## src/rtl/fwchk_pkg.sv

```systemverilog
// Shared types for the firmware image validator.
// Holds the error code values, the sequencer state encoding and the
// byte-serial CRC-16 step used by the checksum accumulator.
package fwchk_pkg;

    typedef enum logic [2:0] {
        ERR_NONE  = 3'd0,
        ERR_CRC   = 3'd1,
        ERR_SHORT = 3'd2,
        ERR_HDR   = 3'd3,
        ERR_ALIGN = 3'd4,
        ERR_SECT  = 3'd5,
        ERR_VER   = 3'd6
    } err_e;

    typedef enum logic [2:0] {
        ST_IDLE,
        ST_CRC,
        ST_CRC_CMP,
        ST_PRIM,
        ST_HDR_CHK,
        ST_HDR,
        ST_SEC_CHK,
        ST_VER
    } state_e;

    // One byte through CRC-16, poly 0x1021, MSB first, no reflection.
    function automatic logic [15:0] crc16_step(input logic [15:0] c_in,
                                               input logic [7:0]  b);
        logic [15:0] c;
        c = c_in ^ {b, 8'h00};
        for (int i = 0; i < 8; i++) begin
            c = c[15] ? ((c << 1) ^ 16'h1021) : (c << 1);
        end
        return c;
    endfunction

endpackage

```

## src/rtl/fwchk_crc16.sv

```systemverilog
// Byte-serial CRC-16 accumulator.
// Assumes: clr and en are never high together; the value is valid the
// cycle after the last enabled byte.
module fwchk_crc16 (
    input  logic        clk,
    input  logic        rst_n,
    input  logic        clr,
    input  logic        en,
    input  logic [7:0]  din,
    output logic [15:0] crc
);
    import fwchk_pkg::*;

    // Accumulate one byte per enabled cycle, restart from zero on clr.
    always_ff @(posedge clk) begin
        if (!rst_n)     crc <= 16'h0000;
        else if (clr)   crc <= 16'h0000;
        else if (en)    crc <= crc16_step(crc, din);
    end

    a_r3_clr_zero: assert property (@(posedge clk) disable iff (!rst_n)
        clr |=> (crc == 16'h0000));

endmodule

```

## src/rtl/fwchk_fetch.sv

```systemverilog
// Streaming byte fetch engine for a read port with one cycle of latency.
// On go it issues count ascending addresses from base, one per cycle,
// and presents each returned byte with its index one cycle later.
// Assumes: go only while idle, count >= 1.
module fwchk_fetch #(
    parameter int ADDR_W = 20
) (
    input  logic              clk,
    input  logic              rst_n,
    input  logic              go,
    input  logic [ADDR_W-1:0] base,
    input  logic [ADDR_W-1:0] count,
    output logic              issuing,
    output logic [ADDR_W-1:0] rd_addr,
    input  logic [7:0]        rd_data,
    output logic              byte_vld,
    output logic [ADDR_W-1:0] byte_idx,
    output logic [7:0]        byte_data,
    output logic              fin
);
    logic [ADDR_W-1:0] rem;
    logic [ADDR_W-1:0] iss_idx;
    logic              cap_last;

    // Issue side: walk the address range, stop after the last one.
    always_ff @(posedge clk) begin
        if (!rst_n) begin
            issuing <= 1'b0;
            rd_addr <= '0;
            rem     <= '0;
            iss_idx <= '0;
        end else if (go) begin
            issuing <= 1'b1;
            rd_addr <= base;
            rem     <= count;
            iss_idx <= '0;
        end else if (issuing) begin
            if (rem == ADDR_W'(1)) begin
                issuing <= 1'b0;
            end else begin
                rd_addr <= rd_addr + ADDR_W'(1);
                iss_idx <= iss_idx + ADDR_W'(1);
                rem     <= rem - ADDR_W'(1);
            end
        end
    end

    // Capture side: tag the returned byte with the index issued last cycle.
    always_ff @(posedge clk) begin
        if (!rst_n) begin
            byte_vld <= 1'b0;
            byte_idx <= '0;
            cap_last <= 1'b0;
        end else begin
            byte_vld <= issuing;
            byte_idx <= iss_idx;
            cap_last <= issuing && (rem == ADDR_W'(1));
        end
    end

    assign byte_data = rd_data;
    assign fin       = byte_vld && cap_last;

    a_r4_addr_step: assert property (@(posedge clk) disable iff (!rst_n)
        (issuing && $past(issuing)) |-> (rd_addr == $past(rd_addr) + ADDR_W'(1)));
    a_r4_go_idle: assert property (@(posedge clk) disable iff (!rst_n)
        go |-> !issuing);

endmodule

```

## src/rtl/fw_hdr_check.sv

```systemverilog
// Firmware image validator top level.
// Sequence: length floor, streaming checksum, base pointer, descriptor
// fetch, section checks, version byte. Every fetch is bounds-checked
// against the latched length before it is issued.
// Assumes: the read port returns mem[rd_addr] one cycle after rd_en.
module fw_hdr_check #(
    parameter int LEN_W      = 20,
    parameter int PRIM_LOC   = 8,
    parameter int PRIM_SHIFT = 12,
    parameter int HDR_BASE   = 768,
    parameter int VER_OFS    = 512,
    parameter int VER_LEN    = 64
) (
    input  logic             clk,
    input  logic             rst_n,
    input  logic             start,
    input  logic [LEN_W-1:0] img_len,
    output logic             rd_en,
    output logic [LEN_W-1:0] rd_addr,
    input  logic [7:0]       rd_data,
    output logic             done,
    output logic             pass,
    output logic [2:0]       err_code,
    output logic [LEN_W-1:0] imem_off,
    output logic [LEN_W-1:0] imem_size,
    output logic [LEN_W-1:0] dmem_off,
    output logic [LEN_W-1:0] dmem_size
);
    import fwchk_pkg::*;

    localparam int MIN_LEN  = PRIM_LOC + 2;
    localparam int FLD_SKIP = 4;
    localparam int FLD_N    = 12;
    localparam int HDR_LEN  = FLD_SKIP + FLD_N;

    state_e            state;
    err_e              err_q;
    err_e              sec_err;
    logic [LEN_W-1:0]  len_q;
    logic [15:0]       prim_q;
    logic [15:0]       stored_crc;
    logic [8*FLD_N-1:0] hdr_q;

    logic              f_go;
    logic [LEN_W-1:0]  f_base;
    logic [LEN_W-1:0]  f_cnt;
    logic              b_vld;
    logic [LEN_W-1:0]  b_idx;
    logic [7:0]        b_data;
    logic              f_fin;
    logic              crc_clr;
    logic              crc_en;
    logic [15:0]       crc_val;

    logic [31:0] len32, p_off, hdr_end;
    logic [31:0] f_ioff, f_isz, f_doff, f_dsz;
    logic [31:0] ioff_abs, doff_abs;

    // Widen and resolve the decoded fields against the base offset.
    always_comb begin
        len32    = 32'(len_q);
        p_off    = {16'h0000, prim_q} << PRIM_SHIFT;
        hdr_end  = p_off + 32'(HDR_BASE + HDR_LEN);
        f_ioff   = {8'h00, hdr_q[23:0]};
        f_isz    = {8'h00, hdr_q[47:24]};
        f_doff   = {8'h00, hdr_q[71:48]};
        f_dsz    = {8'h00, hdr_q[95:72]};
        ioff_abs = f_ioff + p_off;
        doff_abs = f_doff + p_off;
    end

    // Section checks in priority order: alignment before extent, code before data.
    always_comb begin
        if (f_isz[1:0] != 2'b00)                                   sec_err = ERR_ALIGN;
        else if (ioff_abs + f_isz > len32)                         sec_err = ERR_SECT;
        else if (f_dsz[1:0] != 2'b00)                              sec_err = ERR_ALIGN;
        else if (doff_abs + f_dsz > len32)                         sec_err = ERR_SECT;
        else if (doff_abs + 32'(VER_OFS + VER_LEN) > len32)        sec_err = ERR_VER;
        else                                                       sec_err = ERR_NONE;
    end

    // Fetch requests launched from the decision states.
    always_comb begin
        f_go   = 1'b0;
        f_base = '0;
        f_cnt  = '0;
        case (state)
            ST_IDLE: if (start && (32'(img_len) >= 32'(MIN_LEN))) begin
                f_go  = 1'b1;
                f_cnt = img_len;
            end
            ST_CRC_CMP: if (crc_val == stored_crc) begin
                f_go   = 1'b1;
                f_base = LEN_W'(PRIM_LOC);
                f_cnt  = LEN_W'(2);
            end
            ST_HDR_CHK: if (hdr_end <= len32) begin
                f_go   = 1'b1;
                f_base = LEN_W'(p_off + 32'(HDR_BASE + FLD_SKIP));
                f_cnt  = LEN_W'(FLD_N);
            end
            ST_SEC_CHK: if (sec_err == ERR_NONE) begin
                f_go   = 1'b1;
                f_base = LEN_W'(doff_abs + 32'(VER_OFS));
                f_cnt  = LEN_W'(1);
            end
            default: ;
        endcase
    end

    assign crc_clr = f_go && (state == ST_IDLE);
    assign crc_en  = (state == ST_CRC) && b_vld && (b_idx < len_q - LEN_W'(2));

    fwchk_fetch #(.ADDR_W(LEN_W)) u_fetch (
        .clk       (clk),
        .rst_n     (rst_n),
        .go        (f_go),
        .base      (f_base),
        .count     (f_cnt),
        .issuing   (rd_en),
        .rd_addr   (rd_addr),
        .rd_data   (rd_data),
        .byte_vld  (b_vld),
        .byte_idx  (b_idx),
        .byte_data (b_data),
        .fin       (f_fin)
    );

    fwchk_crc16 u_crc (
        .clk   (clk),
        .rst_n (rst_n),
        .clr   (crc_clr),
        .en    (crc_en),
        .din   (b_data),
        .crc   (crc_val)
    );

    // Sequencer: step through the checks and publish the verdict.
    always_ff @(posedge clk) begin
        if (!rst_n) begin
            state      <= ST_IDLE;
            err_q      <= ERR_NONE;
            pass       <= 1'b0;
            done       <= 1'b0;
            len_q      <= '0;
            prim_q     <= '0;
            stored_crc <= '0;
            hdr_q      <= '0;
            imem_off   <= '0;
            imem_size  <= '0;
            dmem_off   <= '0;
            dmem_size  <= '0;
        end else begin
            done <= 1'b0;
            case (state)
                ST_IDLE: if (start) begin
                    pass       <= 1'b0;
                    err_q      <= ERR_NONE;
                    imem_off   <= '0;
                    imem_size  <= '0;
                    dmem_off   <= '0;
                    dmem_size  <= '0;
                    len_q      <= img_len;
                    stored_crc <= '0;
                    if (f_go) begin
                        state <= ST_CRC;
                    end else begin
                        err_q <= ERR_SHORT;
                        done  <= 1'b1;
                    end
                end
                ST_CRC: begin
                    if (b_vld && !crc_en) stored_crc <= {stored_crc[7:0], b_data};
                    if (f_fin) state <= ST_CRC_CMP;
                end
                ST_CRC_CMP: begin
                    if (f_go) begin
                        state <= ST_PRIM;
                    end else begin
                        err_q <= ERR_CRC;
                        done  <= 1'b1;
                        state <= ST_IDLE;
                    end
                end
                ST_PRIM: begin
                    if (b_vld) prim_q <= {b_data, prim_q[15:8]};
                    if (f_fin) state <= ST_HDR_CHK;
                end
                ST_HDR_CHK: begin
                    if (f_go) begin
                        state <= ST_HDR;
                    end else begin
                        err_q <= ERR_HDR;
                        done  <= 1'b1;
                        state <= ST_IDLE;
                    end
                end
                ST_HDR: begin
                    if (b_vld) hdr_q <= {b_data, hdr_q[8*FLD_N-1:8]};
                    if (f_fin) state <= ST_SEC_CHK;
                end
                ST_SEC_CHK: begin
                    if (f_go) begin
                        state <= ST_VER;
                    end else begin
                        err_q <= sec_err;
                        done  <= 1'b1;
                        state <= ST_IDLE;
                    end
                end
                ST_VER: if (b_vld) begin
                    done  <= 1'b1;
                    state <= ST_IDLE;
                    if (b_data == 8'h00) begin
                        err_q <= ERR_VER;
                    end else begin
                        pass      <= 1'b1;
                        imem_off  <= LEN_W'(ioff_abs);
                        imem_size <= LEN_W'(f_isz);
                        dmem_off  <= LEN_W'(doff_abs);
                        dmem_size <= LEN_W'(f_dsz);
                    end
                end
                default: state <= ST_IDLE;
            endcase
        end
    end

    assign err_code = err_q;

    a_r1_done_pulse: assert property (@(posedge clk) disable iff (!rst_n)
        done |=> !done);
    a_r1_hold: assert property (@(posedge clk) disable iff (!rst_n)
        (state == ST_IDLE && !start) |=> ($stable(pass) && $stable(err_code) && $stable(imem_off) && $stable(dmem_size)));
    a_r2_short: assert property (@(posedge clk) disable iff (!rst_n)
        (state == ST_IDLE && start && (32'(img_len) < 32'(MIN_LEN))) |=> (done && err_code == 3'd2 && !rd_en));
    a_r4_in_bounds: assert property (@(posedge clk) disable iff (!rst_n)
        rd_en |-> (rd_addr < len_q));
    a_r11_exclusive: assert property (@(posedge clk) disable iff (!rst_n)
        pass |-> (err_code == 3'd0));

endmodule

```

## config.mk

```make
export PLATFORM = sky130hd
export DESIGN_NAME = fw_hdr_check
export DESIGN_NICKNAME = d
export VERILOG_FILES = /design/src/rtl/fwchk_pkg.sv /design/src/rtl/fwchk_crc16.sv /design/src/rtl/fwchk_fetch.sv /design/src/rtl/fw_hdr_check.sv
export SDC_FILE = /design/constraint.sdc
export NUM_CORES = 1
export LEC_CHECK = 0
export CAP_MARGIN = 40
export CORE_ASPECT_RATIO = 1.5
export CORE_UTILIZATION = 60
export DETAILED_ROUTE_END_ITERATION = 6
export HOLD_SLACK_MARGIN = 0.03
export PLACE_DENSITY = 0.79
export RECOVER_POWER = 50
export SETUP_SLACK_MARGIN = 0.15
export SLEW_MARGIN = 20
export SYNTH_ARGS = -nofsm -noshare
export SYNTH_HDL_FRONTEND = slang
export SYNTH_SLANG_ARGS = --single-unit
```

## constraint.sdc

```tcl
create_clock -name clk -period 7.6 [get_ports clk]
set_clock_uncertainty 0.05 [all_clocks]
set_input_delay 1.14 -clock clk [delete_from_list [all_inputs] [get_ports clk]]
set_output_delay 1.14 -clock clk [all_outputs]
set_load 0.01 [all_outputs]
```

# Word-level counts from Yosys, hierarchy flattened
# Cells that the tools add are included.
# Widths: inputs -> output; s select.
# totals
register_bits	335
inputBits	31
output_inout_bits	106
wordCells	178
# classes
n_addsub	12
magnitude_cmp	6
n_eq_ne	22
muxes	78
bitwise	11
reduce_logical	29
# op_table
cell	n
$mux 20	18
$pmux 20 s2	4
$mux 13	8
$gt 30x20->1	3
$pmux 20 s4	1
$add 29x24->30	2
$pmux 20 s3	1
$add 24x28->29	2
$mux 3	19
$add 20x1->20 const B	2
$add 20x10->20 const B	2
$mux 16	2
$pmux 16 s2	1
$add 29x10->30 const B	1
$add 28x10->29 const B	1
$le 29x20->1	1
$not 3->3	8
$pmux 3 s8	1
$ne 2x2->1 const B	11
$eq 20x1->1 const B	1
$ge 20x4->1 const B	1
$lt 20x20->1	1
$sub 20x1->20 const B	1
$sub 20x2->20 const B	1
other kinds (27)	65

# Longest topological paths before layout
# Gate-level depths: netlist of run 1.
# logic_depth
ltp_word	17
ltp_mapped	28
mapped_depth_nobuf	25

# Hierarchy
# A second synthesis of run 1 with hierarchy kept.
# unflattened
cells_unflattened	2648
area_unflattened_um2	21072.7
# by_module_without_submodules
module	instances	cells_each	area_each_um2	seq_area_each_um2
fw_hdr_check	1	2105	16080.4	4724.5
fwchk_fetch	1	464	4018.9	1661.6
fwchk_crc16	1	79	973.4	320.3

# Worst setup path after synthesis of run 1
# No wires, ideal clock.
# synth_timing
kind	reg-to-reg
start	register prim_q[0]
end	register u_fetch.rd_addr[1]
arrival_time_ps	5401
t_required_ps	7431
path_slack_ps	2031
stages_incl_launch_ff	26
path_buffers	2
synth_period_minus_slack_ps	5569
cell_sequence	dfxtp_1 ha_1 inv_1 fa_1 nor2b_1 o2111ai_1 nand2_1 xor2_1 ha_1 a21oi_1 o21ai_0 a31oi_1 xnor2_1 ha_1 a21oi_1 a21oi_1 a221oi_1 nor3b_1 nand4b_1 or4_1 nor4_2 and3_1 buf_6 buf_6 a211oi_1 o221a_1
# synth_via
elab_chain_len	13
# synth_rtl
element	line_no	source
start, declared	fw_hdr_check.sv:40	logic [15:0] prim_q;
start signal, assigned	fw_hdr_check.sv:186	if (b_vld) prim_q <= {b_data, prim_q[15:8]};
$add 24x28->29	fw_hdr_check.sv:69	doff_abs = f_doff + p_off;
$add 29x10->30	fw_hdr_check.sv:78	else if (doff_abs + 32'(VER_OFS + VER_LEN) > len32) sec_err = ERR_VER;
$gt 30x20->1	fw_hdr_check.sv:78	
$mux 3	fw_hdr_check.sv:78	
$mux 3	fw_hdr_check.sv:77	else if (doff_abs + f_dsz > len32) sec_err = ERR_SECT;
$mux 3	fw_hdr_check.sv:76	else if (f_dsz[1:0] != 2'b00) sec_err = ERR_ALIGN;
$mux 3	fw_hdr_check.sv:75	else if (ioff_abs + f_isz > len32) sec_err = ERR_SECT;
$mux 3	fw_hdr_check.sv:74	if (f_isz[1:0] != 2'b00) sec_err = ERR_ALIGN;
$logic_not 3->1	fw_hdr_check.sv:102	ST_SEC_CHK: if (sec_err == ERR_NONE) begin
$mux 1	fw_hdr_check.sv:102	
$pmux 1 s4	fw_hdr_check.sv:87	case (state)
$ne 2x2->1 (no line) or $reduce_bool 2->1 (tied branches)	--	
$reduce_and 2->1 (no line)	--	
end signal, assigned	fwchk_fetch.sv:34	rd_addr <= base;
end signal, assigned	fwchk_fetch.sv:41	rd_addr <= rd_addr + ADDR_W'(1);
end, declared	fwchk_fetch.sv:14	output logic [ADDR_W-1:0] rd_addr,
# Several ways; a longest one is shown, not always the timed one.
# A chain may end at the register's enable or synchronous reset.

# Final worst setup path of run 1
# layout_timing
start	register prim_q[0]
end	register u_fetch.rd_addr[6]
# Same word-level chain as after synthesis.

==> metrics.cfg, run 1 <==
[sta]
holdWs_ps = 427
setup_viol = 0
fin_tns_setup_ps = 0
max_slew_margin_pct = -163
period_minus_slack_ps = 7030
hold_violations = 0
slew_violations = 108
worst_pin_slew_ps = 3940
finalCritPeriodShare_pct = 92.4
setup_slack_ps = 575
rsz0062_at_grt = no
fmax_mhz = 142

[placement]
portBuffers = 136
hpwl_microns = 52000
place_inst = 2968
dp_worst_setup_slack_ps = 944
globalplace.congestion = 1.01

[flow_run]
cap_violations = 1

[finish]
fillCellCount = 2881
final_nets = 2787
postLayoutCoreUtil_pct = 69.5
stdcell_count = 3030
syn_to_final_growth_pct = 13.8
layout-drive-gt1-share_pct = 5.49
largest_register = hdr_q
largest_reg_flops = 96

[drt]
final_antenna_net_count = 0
drt_wl_total_microns = 68900
post_drt_wl_per_cell_microns = 22.7
drcViolationCount = 0
vias = 19500
drt_iter0_drc = 1465
first_pass_iters = 5
vias_per_cell = 6.43

[floorplan]
ioPinCount = 137
die_w_microns = 155
initial_core_util_pct = 61.1
rows = 83
die_h_microns = 231
die_area_sq_um = 35700
fp.coreArea_sq_um = 34300

[cts]
cts_tree = yes
cts-buffers-inserted = 34
cts-hold-fix-buffers = 0
post-cts-setup-buffers = 0
clockBufferDepth = 3
insertion_delay_ps = 540
root_buffer = clkbuf_16
cts.repair.resized = 0
clk_pin_slew_worst_paths_ps = 70
htreeDepth = 2
cts.sinks = 335

[critical_path]
crit_fanout = 25
criticalPathCategory = register to register
crit_arrival_ps = 7420
worst_setup_path_start_kind = register
end_kind = register
critPathRequiredTime_ps = 7990

[status]
outcome = complete, but fails checks
failed_checks = max-capacitance violations, max-slew violations

[pwr]
vdd_ir_drop_max_v = 0.000218
power.density_nw_per_um2 = 200
leakagePower_nw = 9.84

[logic_synthesis]
synth_edf_count = 0
yosysSeqAreaShare_pct = 32.0
ys_warn_count = 0
synth_top_area_share_pct = 32.0
netlist_instances = 2507
yosys.area.top_type = dfxtp_1
synth_common_cells = nand2_1 (372), dfxtp_1 (335), ha_1 (170), a21boi_0 (138)
synth_ff_type = dfxtp_1
synthesis.nets = 2712
synth_area_per_cell_sq_um = 8.35
yosysMostFrequentCell = nand2_1
synth.area.top_cells = dfxtp_1 (32%), ha_1 (10%), nand2_1 (6.7%), a21boi_0 (4.9%), xnor2_1 (4.6%)
synthArstFlopShare_pct = 0
syn-cell-area_sq_um = 20900
ys_seq_elements = 335
ys_types = 92

[global_routing]
grt_max_degree = 108
grt_pass1_vias = 18800
grt_usage_pct = 38.4
grt_overflow = 0
antenna_found_initial = 1
grt_pass1_wl_microns = 106000

[hold_path]
hold_class = register to register

==> metal layers <==
| metal | vias up | track usage [%] | wire [microns] |
|---|---|---|---|
| met2 | 772 | 64.8 | 32900 |
| li1 | 9145 | - | - |
| met4 | 2 | 32.4 | 6220 |
| met5 | - | 0 | 16 |
| met3 | 259 | 6.31 | 4570 |
| met1 | 9299 | 42.1 | 25300 |
==> cells by family after synthesis <==
group | share of synthesized area, %
muxes | 0.723
and+or+nand+nor | 21.1
AOI/OAI and AO/OA | 24.0
buffers and inverters | 3.90
DFF | 32.0
adders and majority gates | 10.5
xor gates and xnor gates | 7.63
==> area by class of cell <==
type	instances	area (sq um)	share of cell area, %
flip-flops and latches	335	6710	28.2
repair buffers	178	1760	7.40
inverters	64	240	1.01
well taps	425	532	2.23
multi-input cells	1969	13400	56.5
clock buffers	49	988	4.15
diodes	1	2.50	0.0105
clock inverters	9	134	0.562
==> where the power goes <==
part | switching [mW] | internal (mW)
registers | 0.108 | 1.83
clock network | 0.726 | 1.01
logic | 0.668 | 0.433
total | 1.50 | 3.27
==> layout by cell type, fill, tap and decap left out, types with 23 or more instances in the layout <==
| cell | count |
|---|---|
| nand4_1 | 37 |
| inv_1 | 64 |
| xnor2_1 | 109 |
| nor2_1 | 119 |
| dfxtp_1 | 335 |
| and2_1 | 38 |
| nor4_1 | 25 |
| o31ai_1 | 38 |
| a22oi_1 | 81 |
| ha_1 | 170 |
| o21ai_0 | 62 |
| and3_1 | 26 |
| buf_4 | 33 |
| a211oi_1 | 23 |
| a21boi_0 | 138 |
| nor2b_1 | 103 |
| clkbuf_16 | 35 |
| nand3_1 | 58 |
| xor2_1 | 67 |
| a21oi_1 | 112 |
| nor3_1 | 42 |
| a21o_1 | 53 |
| nand2_1 | 372 |
| dlygate4sd3_1 | 96 |
| clkdlybuf4s50_1 | 39 |
==> through the flow <==
stage	total power [mW]	instance area, sq um
floorplan	2.70	20900
finish	4.77	23800
detailed placement	3.04	22700
CTS	4.76	23800
global placement	2.99	22500
global route	4.96	23800
==> worst paths after layout <==
kind,from,end,slack [ps],cells past startpoint
max reg2reg,prim_q[0],u_fetch.rd_addr[6],570,23
min reg2reg,u_fetch.iss_idx[19],u_fetch.byte_idx[19],430,1
max,prim_q[0],u_fetch.rd_addr[6],570,23
min,u_fetch.iss_idx[19],u_fetch.byte_idx[19],430,1
==> worst max-delay path: stages (launching register included) <==
cell and delay (ps):
dfxtp_1 530, ha_1 280, inv_1 70, fa_1 420, xnor2_1 670, ha_1 450, a21oi_1 240, and4_1 210
a21oi_1 100, xor2_1 170, ha_1 310, a21o_1 190, a21o_1 160, a21oi_1 170, nor2_1 60, o41ai_1 430
nand4b_1 150, or4_1 540, nor4_2 240, buf_4 230, and3_2 550, buf_4 340, o31ai_1 100, a21oi_1 270
Power figures use the tool's default switching activity.
==> inputs of run 2 (changes only) <==
--- a/config.mk
+++ b/config.mk
@@ -6,13 +6,14 @@
 export NUM_CORES = 1
 export LEC_CHECK = 0
 export CAP_MARGIN = 40
-export CORE_ASPECT_RATIO = 1.5
+export CORE_ASPECT_RATIO = 1.4
 export CORE_UTILIZATION = 60
 export DETAILED_ROUTE_END_ITERATION = 6
 export HOLD_SLACK_MARGIN = 0.03
 export PLACE_DENSITY = 0.79
 export RECOVER_POWER = 50
 export SETUP_SLACK_MARGIN = 0.15
+export SKIP_LAST_GASP = 1
 export SLEW_MARGIN = 20
 export SYNTH_ARGS = -nofsm -noshare
 export SYNTH_HDL_FRONTEND = slang
==> run 2 against run 1 <==
  * The run ends with design-rule violations, max-capacitance violations, max-slew violations left
  * Non-clock buffer count shrank 2
  * Sequential share of layout area shrank 0.19 points
  * Sequential power is essentially flat
  * Fmax grew 1.3%
  * Die area is essentially flat
  * Global-route usage grew 0.13 points
  * Cell area grew 0.68%
  * Core utilization grew 0.55 points
  * Critical endpoint is now u_fetch.rem[7]
  * Highest routed layer is now met4
==> metrics.cfg, run 2 (same netlist as run 1, synthesis figures left out) <==
[global_routing]
antenna_found_initial = 0  ; -1
grt_use_met3_pct = 6.28  ; -0.024 points
use_met2_pct = 66.3  ; +1.5 points
grt_usage_pct = 38.6  ; +0.13 points
grt_pass1_vias = 18900  ; +0.64%
gr-max-usage-layer = met2
grt_max_degree = 106  ; -1.9%
grt_pass1_wl_microns = 108000  ; +1.4%
met1_usage_pct = 43.4  ; +1.3 points
grt_overflow = 0  ; unchanged

[status]
outcome = complete, but fails checks
failed_checks = design-rule violations, max-capacitance violations, max-slew violations

[pwr]
power.density_nw_per_um2 = 207  ; +3.2%
vdd_ir_drop_max_v = 0.000222  ; +2.0%
power_switching_mw = 1.54  ; +2.2%
leakagePower_nw = 9.94  ; +1.0%
clkPwrFrac_pct = 38.7  ; +2.3 points
power.internal_mw = 3.42  ; +4.6%
switching_share_pct = 31.0  ; -0.50 points
p_comb_share_pct = 22.2  ; -0.9 points
pwr-share-seq_pct = 39.1  ; -1.5 points

[cts]
cts_tree = yes
clockBufferDepth = 3  ; unchanged
cts-hold-fix-buffers = 0  ; unchanged
clk_pin_slew_worst_paths_ps = 60  ; about the same
insertion_delay_ps = 540  ; about the same
post-cts-setup-buffers = 0  ; unchanged
cts.repair.resized = 0  ; unchanged
root_buffer = clkbuf_16
cts.sinks = 335  ; unchanged
htreeDepth = 2  ; unchanged
cts-buffers-inserted = 35  ; +2.9%

[critical_path]
crit_arrival_ps = 7300  ; -120 ps
cp.depth = 25  ; +8.7%
worst_setup_path_start_kind = register
crit_fanout = 28  ; +12%
path_buf_inv = 3  ; unchanged
cp_top_family = simple AND/OR/NAND/NOR gates
slowest_stage = and3_2
criticalPathCategory = register to register
reg2reg_depth = 25  ; +8.7%
critPathRequiredTime_ps = 7970  ; -20 ps
crit_path_max_incr_delay_ps = 580  ; -90 ps
end_kind = register

[hold_path]
hold_class = register to register
min_path_cells = 1  ; unchanged

[floorplan]
initial_core_util_pct = 61.1  ; +0.067 points
die_h_microns = 223  ; -3.4%
ioPinCount = 137  ; unchanged
die_area_sq_um = 35600  ; about the same
fp.coreArea_sq_um = 34200  ; -0.11%
die_w_microns = 160  ; +3.5%
rows = 80  ; -3.6%

[sta]
worst_pin_slew_ps = 3850  ; -88.9 ps
period_minus_slack_ps = 6930  ; -92.3 ps
rsz0062_at_grt = no
slew_violations = 195  ; +81%
hold_violations = 0  ; unchanged
max_slew_margin_pct = -157  ; +5.9 points
setup_viol = 0  ; unchanged
fmax_mhz = 144  ; +1.3%
finalCritPeriodShare_pct = 91.2  ; -1.2 points
fin_tns_setup_ps = 0  ; unchanged

[finish]
syn_to_final_growth_pct = 14.5
final_cell_mix = nand2_1 (372), dfxtp_1 (335), ha_1 (170)
mostFrequentLayoutCell = nand2_1
largest_register = hdr_q
diodes = 0  ; -1
largest_reg_flops = 96  ; unchanged
final_area_sq_um = 24000  ; +0.68%
final_nets = 2786  ; -0.036%
layout-drive-gt1-share_pct = 5.75  ; +0.26 points

[drt]
vias_per_cell = 6.41  ; -0.35%
drcViolationCount = 3  ; +3
final_antenna_net_count = 0  ; unchanged
post_drt_wl_per_cell_microns = 23.0  ; +1.2%
first_pass_iters = 7  ; +2
drt_iter0_drc = 1602  ; +9.4%
vias = 19600  ; +0.57%
drt_wl_total_microns = 70400  ; +2.1%

[flow_run]
cap_violations = 2  ; +1

[placement]
hpwl_microns = 52000  ; about the same
placed_area_sq_um = 22700  ; about the same
globalplace.congestion = 1.02  ; +1.7%
portBuffers = 136  ; unchanged

run 2: path summary, 6_finish.rpt:
| path | from | to | slack (ps) |
|---|---|---|---|
| setup / recovery | prim_q[0] | u_fetch.rem[7] | 670 |
| hold / removal | u_fetch.iss_idx[19] | u_fetch.byte_idx[19] | 440 |
| setup reg to reg | prim_q[0] | u_fetch.rem[7] | 670 |
| hold reg to reg | u_fetch.iss_idx[19] | u_fetch.byte_idx[19] | 440 |
run 2: metrics by stage:
step | power (mW) | setup WS (ps) | instances | hold WS (ps) | util [%]
after floorplan | 2.70 | 2030 | 2507 | 400 | -
after global placement | 2.99 | 1060 | 2985 | 419 | 65.9
after detailed placement | 3.03 | 944 | 2993 | 425 | 66.2
after CTS | 4.94 | 896 | 3056 | 438 | 69.9
after global routing | 5.13 | 290 | 3058 | 468 | 70.0
final | 4.96 | 667 | 3058 | 441 | 70.0
run 2: power groups by stage:
stage          logic (mW)  registers [mW]  clock network, mW
6_report             1.10            1.94               1.92
5_1_grt              1.19            1.95               1.99
4_1_cts              1.07            1.93               1.93
3_5_place_dp         1.06            1.97                  0
3_3_place_gp         1.02            1.97                  0
2_1_floorplan       0.771            1.93                  0
run 2: cell type report:
cell class	instances	area, sq um
Multi-Input combinational cell	1969	13400
Sequential cell	335	6710
Timing Repair Buffer	176	1740
Tap cell	451	564
Fill cell	2795	10300
Clock inverter	16	245
Inverter	64	240
Clock buffer	47	1030
run 2: layer usage:
metal,vias to the layer above,wire length [microns]
li1,9151,-
met1,9344,26400
met2,835,33600
met3,258,4830
met4,0,5530
met5,-,0
